===== src/rtl/ldpc_subiter_seq.sv =====
module ldpc_subiter_seq #(
  parameter int ROW_W  = 4,
  parameter int COL_W  = 5,
  parameter int ITER_W = 5,
  parameter int RATE_W = 2,
  localparam int AW = RATE_W + ROW_W + COL_W
) (
  input  logic              clk,
  input  logic              rst_n,
  input  logic              start,
  input  logic [ROW_W-1:0]  nrow,
  input  logic [COL_W-1:0]  ncol,
  input  logic [ITER_W-1:0] iter_limit,
  input  logic [RATE_W-1:0] rate_sel,
  output logic              busy,
  output logic              clr_stb,
  output logic              pref_stb,
  output logic              sw_stb,
  output logic              proc_stb,
  output logic              wb_stb,
  output logic              rom_rd,
  output logic [AW-1:0]     rom_addr,
  output logic [ROW_W-1:0]  row_idx,
  output logic [COL_W-1:0]  col_idx,
  output logic [ITER_W-1:0] iter_idx,
  output logic              done
);

  typedef enum logic [2:0] {S_IDLE, S_CLR, S_PRE, S_SW, S_PROC, S_WB} st_t;

  st_t               st;
  logic              sub;
  logic [ROW_W-1:0]  nrow_q, row_q;
  logic [COL_W-1:0]  ncol_q, col_q;
  logic [ITER_W-1:0] lim_q, iter_q;
  logic [RATE_W-1:0] rate_q;
  logic              done_q;

  wire last_col  = col_q == ncol_q - COL_W'(1);
  wire last_row  = row_q == (nrow_q >> 1);
  wire last_iter = iter_q == lim_q - ITER_W'(1);

  always_ff @(posedge clk) begin
    if (!rst_n) begin
      st     <= S_IDLE;
      sub    <= 1'b0;
      nrow_q <= '0;
      ncol_q <= '0;
      lim_q  <= '0;
      rate_q <= '0;
      row_q  <= '0;
      col_q  <= '0;
      iter_q <= '0;
      done_q <= 1'b0;
    end else begin
      done_q <= 1'b0;
      case (st)
        S_IDLE: if (start) begin
          nrow_q <= nrow;
          ncol_q <= ncol;
          lim_q  <= iter_limit;
          rate_q <= rate_sel;
          row_q  <= '0;
          col_q  <= '0;
          iter_q <= '0;
          sub    <= 1'b0;
          st     <= S_CLR;
        end
        S_CLR: begin
          sub <= ~sub;
          if (sub) st <= S_PRE;
        end
        S_PRE: begin
          sub <= ~sub;
          if (sub) st <= S_SW;
        end
        S_SW: st <= S_PROC;
        S_PROC: begin
          if (last_col) begin
            sub <= 1'b0;
            st  <= S_WB;
          end else begin
            col_q <= col_q + COL_W'(1);
            st    <= S_SW;
          end
        end
        S_WB: begin
          sub <= ~sub;
          if (sub) begin
            col_q <= '0;
            if (!last_row) begin
              row_q <= row_q + ROW_W'(1);
              st    <= S_CLR;
            end else begin
              row_q <= '0;
              if (last_iter) begin
                iter_q <= '0;
                done_q <= 1'b1;
                st     <= S_IDLE;
              end else begin
                iter_q <= iter_q + ITER_W'(1);
                st     <= S_CLR;
              end
            end
          end
        end
        default: st <= S_IDLE;
      endcase
    end
  end

  assign busy     = st != S_IDLE;
  assign clr_stb  = st == S_CLR;
  assign pref_stb = st == S_PRE;
  assign sw_stb   = st == S_SW;
  assign proc_stb = st == S_PROC;
  assign wb_stb   = st == S_WB;
  assign rom_rd   = (pref_stb && sub) || (proc_stb && !last_col);
  assign rom_addr = {rate_q, row_q, proc_stb ? col_q + COL_W'(1) : COL_W'(0)};
  assign row_idx  = row_q;
  assign col_idx  = col_q;
  assign iter_idx = iter_q;
  assign done     = done_q;

  a_r10_one_strobe: assert property (@(posedge clk) disable iff (!rst_n)
    $onehot0({clr_stb, pref_stb, sw_stb, proc_stb, wb_stb}));

  a_r3_switch_then_proc: assert property (@(posedge clk) disable iff (!rst_n)
    sw_stb |=> proc_stb);

  a_r7_read_before_switch: assert property (@(posedge clk) disable iff (!rst_n)
    rom_rd |=> sw_stb);

  a_r2_clear_pair: assert property (@(posedge clk) disable iff (!rst_n)
    $rose(clr_stb) |=> clr_stb);

  a_r4_wb_pair: assert property (@(posedge clk) disable iff (!rst_n)
    $rose(wb_stb) |=> wb_stb);

  a_r8_done_after_wb: assert property (@(posedge clk) disable iff (!rst_n)
    done |-> ($past(wb_stb) && !busy));

  a_r9_rate_held: assert property (@(posedge clk) disable iff (!rst_n)
    (busy && $past(busy)) |-> $stable(rom_addr[AW-1 -: RATE_W]));

endmodule


===== config.mk =====
export PLATFORM = sky130hd
export DESIGN_NAME = ldpc_subiter_seq
export DESIGN_NICKNAME = d
export VERILOG_FILES = /design/src/rtl/ldpc_subiter_seq.sv
export SDC_FILE = /design/constraint.sdc
export NUM_CORES = 1
export LEC_CHECK = 0
export ABC_CLOCK_PERIOD_IN_PS = 3000
export BUFFER_PORTS_ARGS = -buffer_cell sky130_fd_sc_hd__buf_2
export CORE_MARGIN = 3
export CORE_UTILIZATION = 55
export DETAILED_ROUTE_END_ITERATION = 16
export PLACE_DENSITY = 0.8
export SLEW_MARGIN = 30
export SYNTH_ARGS = -nofsm -noshare
export SYNTH_HDL_FRONTEND = slang
export SYNTH_SLANG_ARGS = --single-unit

===== constraint.sdc =====
create_clock -name clk -period 3 [get_ports clk]
set_input_delay 0.15 -clock clk [delete_from_list [all_inputs] [get_ports clk]]
set_output_delay 0.15 -clock clk [all_outputs]
set_load 0.03 [all_outputs]

# After elaboration in Yosys (flattened, before gate mapping)
# Index checks and enable logic that the tools add are counted.
# W data, S select, Z words.
# totals
output_inout_bits,33
word_cells,73
register_bits,35
# classes
addsub,5
n_eq_ne,15
n_bitwise,1
mux,25
n_reduce_logical,17
# op_table
cell,count
$mux W5,7
$pmux W3 S6,1
$reduce_and A4 Y1,4
$mux W3,5
$pmux W5 S3,1
$mux W4,3
$add A5 B1 Y5 const B,2
$eq A5 B5 Y1,2
$ne A2 B1 Y1 const B,5
$pmux W5 S2,1
$sub A5 B1 Y5 const B,2
$reduce_bool A3 Y1,3
$pmux W4 S2,1
$eq A3 B2 Y1 const B,2
$eq A3 B3 Y1 const B,2
$reduce_and A3 Y1,2
$mux W1,5
$add A4 B1 Y4 const B,1
$eq A4 B3 Y1,1
$ne A2 B2 Y1 const B,2
$eq A3 B1 Y1 const B,1
$logic_not A3 Y1,1
$pmux W1 S3,1
$reduce_or A3 Y1,1
6 further kinds,7

# Depth between registers and ports, before layout
# logic_depth
ltp_word,6
ltp_mapped,7

# Least setup slack after synthesis
# OpenSTA, ideal clock, no wires.
# synth_path
path_type,register -> output
from,register col_q[2] (netlist: col_idx[2])
to,output port rom_rd
arrival_time_ns,1.865
slack_ns,0.985
t_required_ns,2.850
path_stages_with_launch,7
cell_sequence,dfxtp_1 > nand2b_2 > o211a_1 > o31a_1 > o31a_1 > buf_6 > a22o_1
# synth_between
elab_chain_cells,4
# synth_rtl
element,line_no,source
from (decl),34,"logic [COL_W-1:0] ncol_q, col_q;"
from (signal assigned),83,col_q <= col_q + COL_W'(1);
$eq A5 B5 Y1,39,wire last_col = col_q == ncol_q - COL_W'(1);
$logic_not A1 Y1,118,assign rom_rd = (pref_stb && sub) || (proc_stb && !last_col);
$logic_and A1 B1 Y1,118,
$logic_or A1 B1 Y1,118,
to (decl),21,"output logic rom_rd,"
# No other way between the ends.

# Worst setup path in the final report
# Same ends and word-level chain as after synthesis.

==> flow_summary.ini <==
[pwr]
power_leakage_uw = 0.00102
ir_drop_v = 0.000349
powerDensity_nw_per_um2 = 620
total_power_uw = 1420

[setup_path]
critPathMaxFanout = 8
start_kind = flop
critPathKind = reg -> out
crit_slowest_cell = dfxtp_1
cp_top_family = compound AO/OA/AOI/OAI gates
cp.required_ns = 2.85
crit_buf_inv = 1
cp.arrival_ns = 2.20
cp_cell_sequence = nand2b_2 > o211a_1 > o31a_1 > o31a_1 > a22o_1 > buf_2
cpMostUsedCell = o31a_1
critPathCaptureType = output port
crit_path_max_incr_delay_ns = 0.48

[timing]
finalCriticalPeriod_ns = 2.35
slew_headroom = 0.566
setup_viol = 0
fmax_ghz = 0.426
post-route-period-util = 0.783
hold_viol_final = 0
rsz0062_at_grt = false
slew_violations = 0
tightest_slew_ns = 0.651
skew_ns = 0.0109
tns_ns = 0

[cells_and_area]
design_area_um2 = 2290
num-fill-cells = 302
final_common_cell = nand2_1
area_growth_pct = 14.1
layout_common_cells = nand2_1 (52), buf_2 (50), dfxtp_1 (34)
nNetsFinal = 315
antenna_cells = 0
instances_no_fill = 337
layout-drive-gt1-share = 0.206

[synthesis]
netlist_area_um2 = 2010
synth-edff-count = 0
syn-num-nets = 276
synthDistinctLibCells = 46
ys.warnings.count = 0
ys.flop_type = dfxtp_1
synth_seq_cells = 34
synthArstFlopShare = 0
post_synth.cell_area_avg_um2 = 7.98
syn_inst = 252
ys_seq_area_frac = 0.339

[run_status]
status = finished, final reports clean

[route]
route.detailed.drc = 0
wl_um = 4140
drt_first_iter_violations = 121
wl_per_cell_um = 12.3
ant_nets = 0
num_vias = 1822
firstDrtPassIters = 4
vias_per_cell = 5.41

[clock_tree]
ctsHtreeMaxLevel = 2
clockBufferDepth = 2
clock_latency_ns = 0.34
post_cts_buffers = 0
cts_resized = 0
numCtsBuffers = 5
cts_tree = yes
clk_pin_slew_worst_paths_ns = 0.10
clock-sinks = 34
root_buffer = clkbuf_4
cts_hold_buf = 0

[floorplanning]
initial_core_util = 0.589
core_area_um2 = 3420
die_area_um2 = 4420
num_io_pins = 52
std_cell_rows = 21
die_y_um = 66.5
die_x_um = 66.5

[placed_design]
dp_hpwl_um = 2900
gp_congestion = 0.795
placed_cells = 330
dpl_cell_area_um2 = 2210
port_buffers = 50

[grt]
grt_max_degree = 43
grt_pass1_vias = 1707
grt_usage = 0.209
gr-total-overflow = 0
antenna_found_initial = 0
grt_pass1_wl_um = 7250

[job]
cap_violations = 0

[worst_hold_path]
hold_path_class = in -> reg
==> through the flow <==
step | utilization | hold WS (ns) | setup slack, ns
after CTS | 0.671 | 0.0453 | 0.641
after global placement | 0.648 | 0.402 | 1.04
after floorplan | - | 0.295 | 0.985
final | 0.671 | 0.0499 | 0.651
after global routing | 0.671 | 0.0380 | 0.472
after detailed placement | 0.648 | 0.410 | 1.02
==> report_power, final <==
part,leakage (uW),total (uW),switching [uW],internal (uW)
Combinational,0.000696,486,304,183
Clock,0.0000443,348,154,194
Sequential,0.000277,588,83.6,504
==> sequential cells by signal (all words and copies together) (netlist names) <==
signal,count
iter_idx,5
row_idx,4
rate_q,2
nrow_q,3
lim_q,5
st,3
col_idx,5
done,1
sub,1
ncol_q,5
==> worst min-delay path: stages <==
cell      delay (ns)
buf_2           0.09
nand2_1         0.04
a21boi_0        0.06
==> cells in the mapped netlist (3+ instances only) <==
master,count,area [um2]
dfxtp_1,34,681
xor2_1,13,114
nor2_1,16,60.1
nand3_1,11,55.1
mux2i_1,6,60.1
buf_4,5,37.5
clkbuf_1,7,26.3
a21boi_0,16,120
inv_1,8,30.0
xnor2_1,7,61.3
ha_1,5,62.6
nor3_1,7,35.0
nand4_1,4,25.0
o21ai_0,3,15.0
nand4b_1,3,26.3
o31a_1,3,26.3
a21oi_1,4,20.0
nand2b_1,5,31.3
nand2_1,52,195
buf_2,4,20.0
nor2b_1,6,37.5
==> routing by layer <==
| metal | GRT usage | up-vias | part of all wire |
|---|---|---|---|
| li1 | - | 935 | - |
| met1 | 0.265 | 830 | 0.47 |
| met2 | 0.325 | 47 | 0.46 |
| met3 | 0.0641 | 10 | 0.049 |
| met4 | 0.0939 | 0 | 0.018 |
| met5 | 0 | - | 0 |
==> layout make-up <==
| class | count | area (um2) | share of cell area |
|---|---|---|---|
| Timing Repair Buffer | 50 | 250 | 0.109 |
| Clock buffer | 6 | 51.3 | 0.0224 |
| Inverter | 8 | 30.0 | 0.0131 |
| Tap cell | 46 | 57.6 | 0.0251 |
| Sequential cell | 34 | 681 | 0.297 |
| Multi-Input combinational cell | 192 | 1190 | 0.520 |
| Clock inverter | 1 | 30.0 | 0.0131 |
==> kinds of logic (layout without fill, tap and decap cells) <==
family                     after synthesis  count (layout)  synth area share
DFF                                     34              34             0.339
muxes                                    6               6            0.0299
AOI/OAI and AO/OA                       43              43             0.161
xor gates and xnor gates                20              20            0.0871
buffers and inverters                   26              65            0.0678
adders and majority gates                5               5            0.0311
and+or+nand+nor                        118             118             0.285
==> worst paths after layout <==
| check | start | to | slack (ns) | cells past startpoint |
|---|---|---|---|---|
| hold reg to reg | rate_q[1] | rate_q[1] | 0.47 | 2 |
| setup / recovery | col_idx[2] | rom_rd | 0.65 | 6 |
| setup reg to reg | lim_q[0] | iter_idx[2] | 1.07 | 7 |
| hold / removal | ncol[4] | ncol_q[4] | 0.05 | 3 |
(Power assumes the default switching activity.)
